<file path="config.mk">
export PLATFORM = sky130hd
export DESIGN_NAME = rtc_status_reg
export DESIGN_NICKNAME = d
export VERILOG_FILES = /design/src/rtl/rtcsr_pkg.sv /design/src/rtl/rtcsr_bus_decode.sv /design/src/rtl/rtcsr_alarm_flag.sv /design/src/rtl/rtcsr_dst_flag.sv /design/src/rtl/rtcsr_supply_flags.sv /design/src/rtl/rtcsr_osc_watch.sv /design/src/rtl/rtc_status_reg.sv
export SDC_FILE = /design/constraint.sdc
export NUM_CORES = 1
export LEC_CHECK = 0
export BUFFER_PORTS_ARGS = -buffer_cell sky130_fd_sc_hd__buf_4
export CELL_PAD_IN_SITES_DETAIL_PLACEMENT = 1
export CELL_PAD_IN_SITES_GLOBAL_PLACEMENT = 1
export CORE_AREA = 2 2 67 69
export CTS_CLUSTER_SIZE = 20
export DETAILED_ROUTE_END_ITERATION = 10
export DIE_AREA = 0 0 69 71
export GPL_TIMING_DRIVEN = 0
export PLACE_DENSITY_LB_ADDON = 0.1
export SYNTH_ARGS = -nofsm -noshare
export SYNTH_HDL_FRONTEND = slang
export SYNTH_SLANG_ARGS = --single-unit
</file>
<file path="constraint.sdc">
create_clock -name clk -period 1.8 [get_ports clk]
set_input_delay 0.27 -clock clk [delete_from_list [all_inputs] [get_ports clk]]
set_output_delay 0.27 -clock clk [all_outputs]
set_load 0.01 [all_outputs]
</file>
<file path="src/rtl/rtcsr_pkg.sv">
package rtcsr_pkg;

  localparam int unsigned STAT_W   = 8;
  localparam int unsigned ALM_BIT  = 0;
  localparam int unsigned DST_BIT  = 1;
  localparam int unsigned LOWM_BIT = 2;
  localparam int unsigned OSCF_BIT = 3;
  localparam int unsigned PWRF_BIT = 4;

  typedef struct packed {
    logic pwr_fail;
    logic osc_fail;
    logic low_main;
    logic dst_adj;
    logic alarm;
  } flags_t;

  typedef enum logic [1:0] {
    ACT_HOLD = 2'd0,
    ACT_SET  = 2'd1,
    ACT_CLR  = 2'd2,
    ACT_LOAD = 2'd3
  } flag_act_t;

  // Place each flag at its bit position in the status byte.
  function automatic logic [STAT_W-1:0] pack_status(input flags_t f);
    logic [STAT_W-1:0] v;
    v           = '0;
    v[ALM_BIT]  = f.alarm;
    v[DST_BIT]  = f.dst_adj;
    v[LOWM_BIT] = f.low_main;
    v[OSCF_BIT] = f.osc_fail;
    v[PWRF_BIT] = f.pwr_fail;
    return v;
  endfunction

  // Alarm flag: a new match beats every clearing source.
  function automatic flag_act_t alarm_action(input logic match,
                                             input logic wr_clear,
                                             input logic auto_clear);
    if (match)                        return ACT_SET;
    else if (wr_clear || auto_clear)  return ACT_CLR;
    else                              return ACT_HOLD;
  endfunction

  // DST flag: disable beats reverse, reverse beats forward, forward beats a write.
  function automatic flag_act_t dst_action(input logic enable,
                                           input logic fwd,
                                           input logic rev,
                                           input logic wr);
    if (!enable)   return ACT_CLR;
    else if (rev)  return ACT_CLR;
    else if (fwd)  return ACT_SET;
    else if (wr)   return ACT_LOAD;
    else           return ACT_HOLD;
  endfunction

endpackage

</file>
<file path="src/rtl/rtcsr_bus_decode.sv">
module rtcsr_bus_decode #(
  parameter int unsigned ADDR_W    = 8,
  parameter int unsigned STAT_ADDR = 15,
  parameter int unsigned TK_LAST   = 6
) (
  input  logic [ADDR_W-1:0] bus_addr,
  input  logic              bus_wr,
  input  logic              bus_rd,
  output logic              stat_wr,
  output logic              stat_rd,
  output logic              tk_wr
);

  localparam logic [ADDR_W-1:0] STAT_A = STAT_ADDR[ADDR_W-1:0];
  localparam logic [ADDR_W-1:0] TK_A   = TK_LAST[ADDR_W-1:0];

  logic addr_is_stat;
  logic addr_in_tk;

  assign addr_is_stat = (bus_addr == STAT_A);
  assign addr_in_tk   = (bus_addr <= TK_A);

  assign stat_wr = bus_wr && addr_is_stat;
  assign stat_rd = bus_rd && addr_is_stat;
  assign tk_wr   = bus_wr && addr_in_tk;

endmodule

</file>
<file path="src/rtl/rtcsr_alarm_flag.sv">
module rtcsr_alarm_flag
  import rtcsr_pkg::*;
(
  input  logic clk,
  input  logic rst_n,
  input  logic alarm_match,
  input  logic arst_en,
  input  logic stat_wr,
  input  logic wr_bit,
  input  logic stat_rd,
  output logic alarm
);

  logic      wr_clear_ev;
  logic      auto_clear_ev;
  flag_act_t act;

  assign wr_clear_ev   = stat_wr && !wr_bit;
  assign auto_clear_ev = arst_en && stat_rd && alarm;
  assign act           = alarm_action(alarm_match, wr_clear_ev, auto_clear_ev);

  always_ff @(posedge clk) begin
    if (!rst_n) begin
      alarm <= 1'b0;
    end else begin
      case (act)
        ACT_SET: alarm <= 1'b1;
        ACT_CLR: alarm <= 1'b0;
        default: alarm <= alarm;
      endcase
    end
  end


  alm_no_sw_set_chk: assert property (@(posedge clk) disable iff (!rst_n)
    (!alarm && !alarm_match) |=> !alarm);


  alm_match_wins_chk: assert property (@(posedge clk) disable iff (!rst_n)
    alarm_match |=> alarm);


  alm_auto_clr_chk: assert property (@(posedge clk) disable iff (!rst_n)
    (arst_en && stat_rd && alarm && !alarm_match) |=> !alarm);

endmodule

</file>
<file path="src/rtl/rtcsr_dst_flag.sv">
module rtcsr_dst_flag
  import rtcsr_pkg::*;
(
  input  logic clk,
  input  logic rst_n,
  input  logic dst_en,
  input  logic dst_fwd,
  input  logic dst_rev,
  input  logic stat_wr,
  input  logic wr_bit,
  output logic dst_adj
);

  flag_act_t act;

  assign act = dst_action(dst_en, dst_fwd, dst_rev, stat_wr);

  always_ff @(posedge clk) begin
    if (!rst_n) begin
      dst_adj <= 1'b0;
    end else begin
      case (act)
        ACT_SET:  dst_adj <= 1'b1;
        ACT_CLR:  dst_adj <= 1'b0;
        ACT_LOAD: dst_adj <= wr_bit;
        default:  dst_adj <= dst_adj;
      endcase
    end
  end


  dst_off_clr_chk: assert property (@(posedge clk) disable iff (!rst_n)
    !dst_en |=> !dst_adj);


  dst_rev_clr_chk: assert property (@(posedge clk) disable iff (!rst_n)
    (dst_en && dst_rev) |=> !dst_adj);


  dst_fwd_set_chk: assert property (@(posedge clk) disable iff (!rst_n)
    (dst_en && dst_fwd && !dst_rev) |=> dst_adj);

endmodule

</file>
<file path="src/rtl/rtcsr_supply_flags.sv">
module rtcsr_supply_flags (
  input  logic clk,
  input  logic rst_n,
  input  logic both_lost,
  input  logic tk_wr,
  input  logic on_main,
  input  logic low_main_cmp,
  output logic pwr_fail,
  output logic low_main
);

  // Power-fail is loaded from the loss indication during reset and is
  // cleared only by a timekeeping write afterwards.
  always_ff @(posedge clk) begin
    if (!rst_n) begin
      pwr_fail <= both_lost;
    end else if (tk_wr) begin
      pwr_fail <= 1'b0;
    end
  end

  // Low-main follows the comparator only while the main supply is in use.
  always_ff @(posedge clk) begin
    if (!rst_n) begin
      low_main <= 1'b0;
    end else if (on_main) begin
      low_main <= low_main_cmp;
    end
  end


  pwr_tk_clr_chk: assert property (@(posedge clk) disable iff (!rst_n)
    tk_wr |=> !pwr_fail);


  pwr_hold_chk: assert property (@(posedge clk) disable iff (!rst_n)
    !tk_wr |=> $stable(pwr_fail));


  lowm_track_chk: assert property (@(posedge clk) disable iff (!rst_n)
    on_main |=> (low_main == $past(low_main_cmp)));


  lowm_hold_chk: assert property (@(posedge clk) disable iff (!rst_n)
    !on_main |=> $stable(low_main));

endmodule

</file>
<file path="src/rtl/rtcsr_osc_watch.sv">
module rtcsr_osc_watch #(
  parameter int unsigned OSC_LIMIT = 2000000
) (
  input  logic clk,
  input  logic rst_n,
  input  logic osc_tick,
  output logic osc_fail
);

  localparam int unsigned CNT_W = $clog2(OSC_LIMIT + 1);
  localparam logic [CNT_W-1:0] LIM = OSC_LIMIT[CNT_W-1:0];

  logic [CNT_W-1:0] gap_cnt;
  logic             expired;

  // Next value of the gap counter: restart on a tick, saturate at the limit.
  function automatic logic [CNT_W-1:0] gap_next(input logic [CNT_W-1:0] c,
                                                input logic tick);
    if (tick)          return '0;
    else if (c == LIM) return c;
    else               return c + 1'b1;
  endfunction

  assign expired  = (gap_cnt == LIM);
  assign osc_fail = expired;

  always_ff @(posedge clk) begin
    if (!rst_n) gap_cnt <= '0;
    else        gap_cnt <= gap_next(gap_cnt, osc_tick);
  end


  osc_tick_clr_chk: assert property (@(posedge clk) disable iff (!rst_n)
    osc_tick |=> !osc_fail);


  osc_expire_chk: assert property (@(posedge clk) disable iff (!rst_n)
    (osc_fail && !osc_tick) |=> osc_fail);

endmodule

</file>
<file path="src/rtl/rtc_status_reg.sv">
module rtc_status_reg
  import rtcsr_pkg::*;
#(
  parameter int unsigned ADDR_W    = 8,
  parameter int unsigned STAT_ADDR = 15,
  parameter int unsigned TK_LAST   = 6,
  parameter int unsigned OSC_LIMIT = 2000000
) (
  input  logic              clk,
  input  logic              rst_n,
  input  logic [ADDR_W-1:0] bus_addr,
  input  logic              bus_wr,
  input  logic [7:0]        bus_wdata,
  input  logic              bus_rd,
  output logic [7:0]        rd_data,
  input  logic              alarm_match,
  input  logic              arst_en,
  input  logic              dst_fwd,
  input  logic              dst_rev,
  input  logic              dst_en,
  input  logic              on_main,
  input  logic              both_lost,
  input  logic              low_main_cmp,
  input  logic              osc_tick
);

  logic   stat_wr;
  logic   stat_rd;
  logic   tk_wr;
  flags_t flags;
  logic   unused_wdata;

  // Read-only bits of the write data are ignored.
  assign unused_wdata = ^{bus_wdata[7:2]};

  rtcsr_bus_decode #(
    .ADDR_W   (ADDR_W),
    .STAT_ADDR(STAT_ADDR),
    .TK_LAST  (TK_LAST)
  ) u_dec (
    .bus_addr(bus_addr),
    .bus_wr  (bus_wr),
    .bus_rd  (bus_rd),
    .stat_wr (stat_wr),
    .stat_rd (stat_rd),
    .tk_wr   (tk_wr)
  );

  rtcsr_alarm_flag u_alarm (
    .clk        (clk),
    .rst_n      (rst_n),
    .alarm_match(alarm_match),
    .arst_en    (arst_en),
    .stat_wr    (stat_wr),
    .wr_bit     (bus_wdata[ALM_BIT]),
    .stat_rd    (stat_rd),
    .alarm      (flags.alarm)
  );

  rtcsr_dst_flag u_dst (
    .clk    (clk),
    .rst_n  (rst_n),
    .dst_en (dst_en),
    .dst_fwd(dst_fwd),
    .dst_rev(dst_rev),
    .stat_wr(stat_wr),
    .wr_bit (bus_wdata[DST_BIT]),
    .dst_adj(flags.dst_adj)
  );

  rtcsr_supply_flags u_supply (
    .clk         (clk),
    .rst_n       (rst_n),
    .both_lost   (both_lost),
    .tk_wr       (tk_wr),
    .on_main     (on_main),
    .low_main_cmp(low_main_cmp),
    .pwr_fail    (flags.pwr_fail),
    .low_main    (flags.low_main)
  );

  rtcsr_osc_watch #(
    .OSC_LIMIT(OSC_LIMIT)
  ) u_osc (
    .clk     (clk),
    .rst_n   (rst_n),
    .osc_tick(osc_tick),
    .osc_fail(flags.osc_fail)
  );

  // Status snapshot is taken at the read edge; zero otherwise.
  always_ff @(posedge clk) begin
    if (!rst_n)       rd_data <= '0;
    else if (stat_rd) rd_data <= pack_status(flags);
    else              rd_data <= '0;
  end


  rd_idle_zero_chk: assert property (@(posedge clk) disable iff (!rst_n)
    !bus_rd |=> (rd_data == 8'h00));


  rd_pad_bits_chk: assert property (@(posedge clk) disable iff (!rst_n)
    rd_data[7:5] == 3'b000);

endmodule

</file>
# Word level (Yosys, flattened, before mapping)
# Cells that the tools add are included.
[classes]
addsub = 1
n_mux = 10
bitwise = 1
reduce_logical = 12
order_cmp = 1
n_eq_ne = 8
[ops]
columns = ["operator", "count"]
rows = [
  ["adder 21 x 1 -> 21 bit, second input constant", 1],
  ["equality test 21 bit, second input constant", 1],
  ["two-way mux 2 bit", 6],
  ["equality test 8 x 4 -> 1 bit, second input constant", 1],
  ["<= comparator 8 x 3 -> 1 bit, second input constant", 1],
  ["equality test 2 bit, second input constant", 3],
  ["logical AND 1 bit", 6],
  ["equality test 2 x 1 -> 1 bit, second input constant", 2],
  ["one-hot mux 1 bit (3 select lines)", 1],
  ["nonzero test 3 bit", 1],
  ["two-way mux 1 bit", 2],
  ["!= test 2 x 1 -> 1 bit, second input constant", 1],
  ["one-hot mux 1 bit (2 select lines)", 1],
  ["AND reduction 2 bit", 1],
  ["nonzero test 2 bit", 1],
  ["OR reduction 2 bit", 1],
  ["zero test 1 bit", 1],
  ["logical OR 1 bit", 1],
  ["inverter 1 bit", 1],
]
[totals]
register_bits = 33
out_inout_bits = 8

# Longest topological paths before layout
# Gate-level depths: netlist of the first run.
[logic_depth]
word_depth = 9
ltp_mapped = 5

# Cells and area by module
# From an unflattened synthesis of the first run, not the netlist that was laid out.
[hier_totals]
hier_cells = 157
area_unflattened_um2 = 1403.8
[by_module_without_submodules]
columns = ["module", "area_per_inst_um2", "instances", "cells_per_inst"]
rows = [
  ["rtcsr_osc_watch", 1021.0, 1, 119],
  ["rtc_status_reg", 157.7, 1, 14],
  ["rtcsr_supply_flags", 78.8, 1, 6],
  ["rtcsr_bus_decode", 53.8, 1, 8],
  ["rtcsr_dst_flag", 50.0, 1, 5],
  ["rtcsr_alarm_flag", 42.5, 1, 5],
]

# Worst setup path after synthesis of the first run
# Ideal clock, no wire load.
[synth_path]
path_type = "flip-flop to flip-flop"
start = "register u_osc.gap_cnt[2]"
end = "register u_osc.gap_cnt[0]"
path_stages_with_launch = 5
arrival_time_ns = 1.611
setup_ns = 0.132
slack_ns = 0.057
cell_sequence = "dfxtp_1 > or4_1 > or4_4 > o21ai_0 > a21oi_1"
[synth_via]
elab_chain_cells = 1
[synth_rtl]
columns = ["item", "line_no", "source"]
rows = [
  ["start: declaration", "rtcsr_osc_watch.sv:13", "logic [CNT_W-1:0] gap_cnt;"],
  ["start signal: assignment", "rtcsr_osc_watch.sv:29", "else gap_cnt <= gap_next(gap_cnt, osc_tick);"],
  ["equality test 21 bit", "rtcsr_osc_watch.sv:20", "else if (c == LIM) return c;"],
]
# No other way between the ends.
# A chain may end at the register's enable or synchronous reset.

# Worst setup path after layout of the first run
[layout_path]
start = "register u_osc.gap_cnt[5]"
end = "register u_osc.gap_cnt[0]"
# Same word-level chain as after synthesis.

==> out/results.txt, run 1 <==
Post-synthesis to final-layout area growth: 31.95%
Total wirelength of the detailed-routed design: 3670 µm
Initial core utilization: 32.89%
Post-synth ARST share: 0%
Remaining Overflow, GRT: 0
Number of vias per cell after detailed routing: 5.256
Htree depth: 2
Fin. max-slew vios: 0
Arrival time of the worst setup path: 2.00 ns
Final-layout worst hold slack: 0.2335 ns
Placement row count: 24
Die H: 71 µm
Part of the total power dissipated in sequential elements: 53.3%
RSZ-0062 raised after global routing: true
Synthesis-stage register bit count: 30
Number of clock sinks: 30
Final hold violations: 0
Largest cells by area after synthesis: dfxtp_1, xor2_1, a21oi_1
Syn Area/Cell: 8.863 µm²
I/O pins: 37
Post-detailed-route count of antenna-violating nets: 0
Clock Root Buffer: clkbuf_8
Number of distinct library cells after synthesis: 35
Number of vias in the routed layout: 1,293
Routed len/inst: 14.92 µm
Placer congestion estimate: 0.7034
Final cell area excluding filler cells: 1824 µm²
Main synth FF type: dfxtp_1
Final core occ: 43.39%
CP max-delay cell: or4_4
First-pass GRT wire length: 6141 µm
Kind of launch point of the worst setup path: flop
Vias in the first global route: 1,363
Gate power share: 6.6%
All-Layer GR Usage: 15.73%
Worst clock skew: 0.007289 ns
Post-placement cell area: 1658 µm²
Clock tree from TritonCTS: built
Detailed placer's ending HPWL: 2659 µm
Pin slew with the least headroom to its limit: 0.5147 ns
Switching fraction of total power: 22.22%
Endpoints failing setup: 0
Run status: completed
Category of the critical setup timing path: flop to flop
Max Fclk: 560.5 MHz
Portion of synthesized cell area occupied by the leading cell type: 41.99%
Die X: 69 µm
Required time worst endpoint: 2.02 ns
Number of standard cells after synthesis: 156
DRT Pass-1 Iters: 4
Max capacitance violation total: 0
Fill cell instance count of the final layout: 514
Largest net degree at the start of global routing: 11
IO Port Bufs: 27
Detailed-route DRC error count: 0
Clock latency on the worst-skew pair: 0.28 ns
Nets: 225
Overall die area: 4899 µm²
TritonCTS buffer count: 5
Combined area of all synthesized cells: 1383 µm²
Share of the clock period used by the worst path after layout: 99.12%
Cell taking the most area after synthesis: dfxtp_1
Psw: 0.0002820 W
Post-CTS clock slew at the launch and capture registers of the worst setup and hold paths: 0.07 ns
Fraction of final layout cells sized beyond drive strength 1: 31.44%
Ant diodes: 0
Total number of yosys warnings: 0
Max transition margin: 65.37%
Part of the Yosys area used for sequential elements: 44.16%
Iteration-0 DRC Markers: 36
Path category of the worst min-delay check: input port to flop
Setup crit end kind: flop
Clock tree buffer depth: 2
Crit-path max FO: 2
Delay of the slowest cell on the worst path: 0.55 ns
Final total negative setup slack: 0 ns
Series of cell instances along the critical path: or4_4, nor4_1, nand3_1, a21oi_2
Initial antenna violation count: 0
Fin crit period: 1.784 ns
Pleak: 0.6858 nW
Part of the power in the clock network: 40.1%
Peak supply drop: 0.2949 mV
Core Area: 4204 µm²
Pwr per Cell Area: 695.6 nW/µm²
Number of synthesized flops with an enable pin: 1
Cell internal power dissipation: 0.0009869 W
Post-CTS Hold Fix Bufs: 0
==> cell type report <==
| cell class | instances | area (µm²) | area share (%) |
|---|---|---|---|
| Sequential cell | 30 | 623.1 | 34.16 |
| Tap cell | 52 | 65.06 | 3.567 |
| Inverter | 3 | 11.26 | 0.6173 |
| Multi-Input combinational cell | 118 | 785.8 | 43.07 |
| Timing Repair Buffer | 31 | 232.7 | 12.76 |
| Buffer | 5 | 30.03 | 1.646 |
| Clock buffer | 7 | 76.32 | 4.184 |
==> critical path, delay by kind of cell, from the launching register on <==
kind	cells	cell delay, ns
and+or+nand+nor	3	1.26
DFF	1	0.32
AOI/OAI and AO/OA	1	0.14
==> power by group through the flow <==
stage / Clock, W / Sequential, W / Combinational [W]
floorplan: 0 / 0.000693 / 0.0000325
CTS: 0.000519 / 0.000680 / 0.0000832
detailed placement: 0 / 0.000694 / 0.0000816
finish: 0.000509 / 0.000677 / 0.0000832
global placement: 0 / 0.000694 / 0.0000765
global route: 0.000546 / 0.000677 / 0.0000917
==> cells by family (layout without fill, tap and decap cells) <==
group | count (synthesis) | in the layout | share of synthesized area [%]
compound gates | 25 | 25 | 10.05
xor+xnor | 10 | 10 | 6.335
fa+ha+maj | 2 | 2 | 1.810
buf+inv | 10 | 46 | 3.619
flops | 30 | 30 | 44.16
mux | 1 | 1 | 0.7240
other cells | 1 | 3 | 0.2712
simple gates | 77 | 77 | 33.03
==> layout by cell type (no fill, tap or decap), drive strengths merged <==
cell type and count:
a21bo 1, a21oi 11, a31oi 1, and2 6, and3 5, and4 3, and4b 1, buf 34
clkbuf 9, conb 3, dfxtp 29, edfxtp 1, ha 2, inv 3, mux2i 1, nand2 9
nand2b 2, nand3 10, nand3b 3, nand4 5, nand4b 2, nand4bb 1, nor2 13, nor2b 3
nor4 2, o21ai 9, o31ai 3, or2 1, or3 3, or4 8, xor2 10
==> what timing repair did <==
action / in CTS / in global routing
pin swaps: 2 / 8
cloned: 0 / 0
buffers inserted: 2 / 2
resized for setup: 9 / 15
setup endpoints to repair: 7 / 9
==> Yosys cell counts (5+ instances only) <==
master,n
a21oi_1,11
nor2_1,13
and2_1,6
o21ai_0,9
nand2_1,9
dfxtp_1,29
or4_1,7
nand4_1,5
xor2_1,10
nand3_1,10
==> per-stage QoR <==
step           total power [W]  setup slack (ns)  cells
2_1_floorplan        0.0007253           0.05730    158
3_3_place_gp         0.0007703           -0.1007    237
3_5_place_dp         0.0007759           -0.1266    237
4_1_cts               0.001282          -0.02921    246
5_1_grt               0.001315          -0.01716    246
6_report              0.001269           0.01586    246
==> path summary, 6_finish.rpt <==
kind | from | endpoint | slack (ns) | cells past startpoint
worst min register to register | u_supply.pwr_fail | rd_data[4] | 0.46 | 1
worst max-delay path | u_osc.gap_cnt[5] | u_osc.gap_cnt[0] | 0.02 | 4
worst min-delay path | dst_rev | u_dst.dst_adj | 0.23 | 3
worst max register to register | u_osc.gap_cnt[5] | u_osc.gap_cnt[0] | 0.02 | 4
==> per-layer routing <==
layer / track usage [%] / up-vias / routed length, µm
met3: 5.128 / 8 / 156
li1: - / 632 / -
met4: 5.882 / 0 / 54
met2: 27.67 / 26 / 1909
met1: 17.80 / 627 / 1549
met5: 0 / - / 0
==> sequential cells by signal (all words and copies together), names as in the netlist <==
signal,cells
u_supply.low_main,1
u_osc.gap_cnt,21
u_alarm.alarm,1
rd_data,5
u_supply.pwr_fail,1
u_dst.dst_adj,1
(Power assumes the default switching activity.)
==> run 2, diff against run 1 <==
--- a/config.mk
+++ b/config.mk
@@ -14,6 +14,7 @@
 export DIE_AREA = 0 0 69 71
 export GPL_TIMING_DRIVEN = 0
 export PLACE_DENSITY_LB_ADDON = 0.1
+export SETUP_SLACK_MARGIN = 0.1
 export SYNTH_ARGS = -nofsm -noshare
 export SYNTH_HDL_FRONTEND = slang
 export SYNTH_SLANG_ARGS = --single-unit
==> out/results.txt, run 2 (synthesis gave the netlist of run 1 again) <==
Fill cell instance count of the final layout: 485
Most used cells in the layout excluding fill and tap cells: buf_4, dfxtp_1, nor2_1
Register ranked first by flip-flop count: u_osc.gap_cnt
Bufs and invs on worst path: 0
Fraction of final layout cells sized beyond drive strength 1: 35.18%
RSZ-0062 raised after global routing: true
Reg2Reg Setup Slack: -0.02 ns
Clock tree from TritonCTS: built
TritonCTS buffer count: 5
Pin slew with the least headroom to its limit: 0.5195 ns
Detailed-route DRC error count: 0
Arrival time of the worst setup path: 1.97 ns
Placer congestion estimate: 0.7501
I/O pins: 37
Final total negative setup slack: -0.01745 ns
Initial core utilization: 32.89%
Clock tree buffer depth: 2
Initial antenna violation count: 0
First-pass GRT wire length: 6189 µm
Clock latency on the worst-skew pair: 0.29 ns
Ant diodes: 0
Kind of cell with the highest combined delay on the critical path: simple AND/OR/NAND/NOR gates
Crit-path max FO: 3
Largest net degree at the start of global routing: 11
Required time worst endpoint: 1.95 ns
Detailed placer's ending HPWL: 2564 µm
Placement row count: 24
Most prevalent standard cell on the critical path: or4_4
Category of the critical setup timing path: flop to flop
Series of cell instances along the critical path: or4_4, or4_4, o21ai_2, a21oi_2
Pleak: 0.7391 nW
Max capacitance violation total: 0
Share of the clock period used by the worst path after layout: 100.9%
Run status: finished, violations left
All-Layer GR Usage: 16.05%
Iteration-0 DRC Markers: 29
Post-CTS clock slew at the launch and capture registers of the worst setup and hold paths: 0.07 ns
Fin. max-slew vios: 0
Number of vias in the routed layout: 1,279
Delay of the slowest cell on the worst path: 0.59 ns
Number of vias per cell after detailed routing: 5.096
IO Port Bufs: 27
Post-synthesis to final-layout area growth: 39.00%
Peak supply drop: 0.4321 mV
CP max-delay cell: or4_4
DRT Pass-1 Iters: 4
Routed len/inst: 14.47 µm
Fin crit period: 1.816 ns
Die X: 69 µm
Max FFs per register: 21
Final hold violations: 0
Pwr per Cell Area: 841.3 nW/µm²
Die H: 71 µm
Total wirelength of the detailed-routed design: 3633 µm
Path category of the worst min-delay check: input port to flop
Number of clock sinks: 30
Most common cell after layout, fill and taps aside: buf_4
Final-layout worst hold slack: 0.2242 ns
Worst clock skew: 0.003802 ns
Endpoints failing setup: 2
Worst path setup slack after routing: -0.01641 ns
Max transition margin: 65.37%
Htree depth: 2
Overall die area: 4899 µm²
Core Area: 4204 µm²
Post-detailed-route count of antenna-violating nets: 0
Violated checks: negative setup slack
Kind of launch point of the worst setup path: flop
Vias in the first global route: 1,330
Max Fclk: 550.5 MHz
Nets: 229
Largest regs: u_osc.gap_cnt (21), rd_data (5)
Clock Root Buffer: clkbuf_8
Remaining Overflow, GRT: 0
Setup crit end kind: flop
Post-CTS Hold Fix Bufs: 0
## run 2: cell type report
type | instances | area, µm² | share of cell area [%]
Clock buffer | 6 | 82.58 | 4.297
Timing Repair Buffer | 33 | 247.7 | 12.89
Buffer | 7 | 46.29 | 2.409
Inverter | 3 | 11.26 | 0.5859
Multi-Input combinational cell | 118 | 787.0 | 40.95
Clock inverter | 2 | 60.06 | 3.125
Tap cell | 52 | 65.06 | 3.385
Sequential cell | 30 | 621.8 | 32.36
## run 2: path summary, 6_finish.rpt
| check | from | endpoint | cells after the start |
|---|---|---|---|
| setup reg to reg | u_osc.gap_cnt[3] | u_osc.gap_cnt[1] | 4 |
| hold reg to reg | u_supply.pwr_fail | rd_data[4] | 1 |
| setup / recovery | u_osc.gap_cnt[3] | u_osc.gap_cnt[1] | 4 |
| hold / removal | dst_rev | u_dst.dst_adj | 3 |
## run 2: worst reg2reg max path: cells and delay by family (launching register included)
| kind | cells | cell delay [ns] |
|---|---|---|
| AND/OR/NAND/NOR | 2 | 1.13 |
| flip-flops | 1 | 0.32 |
| AO/OA/AOI/OAI | 2 | 0.23 |
## run 2: where the power goes
| part | leakage, nW | switching, W | internal, W |
|---|---|---|---|
| Clock | 0.0714 | 0.000266 | 0.000590 |
| Sequential | 0.248 | 0.00000417 | 0.000674 |
| Combinational | 0.420 | 0.0000338 | 0.0000488 |
## run 2: per-stage QoR
step                      worst slack (ns)  area (µm²)  cells  power (W)  utilization [%]
final                             -0.01641        1922    251   0.001617            45.71
after global routing              -0.06188        1922    251   0.001686            45.71
after CTS                         -0.02650        1894    251   0.001643            45.06
after detailed placement           -0.1407        1658    237  0.0007742            39.43
after global placement             -0.1182        1658    237  0.0007710            39.43
after floorplan                     0.1097        1390    158  0.0007257                -
## run 2: routing by layer
layer | part of all wire [%] | vias to the layer above | GRT usage [%]
met5 | 0 | - | 0
met4 | 1.8 | 0 | 6.536
met3 | 2.9 | 7 | 4.701
met2 | 51 | 14 | 27.03
met1 | 44 | 620 | 19.24
li1 | - | 638 | -
## run 2: what timing repair did
action	in CTS	in global routing
pin swaps	7	1
resized for setup	16	11
setup buffers	6	0
endpoints found under the hold margin	0	0
setup endpoints to repair	12	9
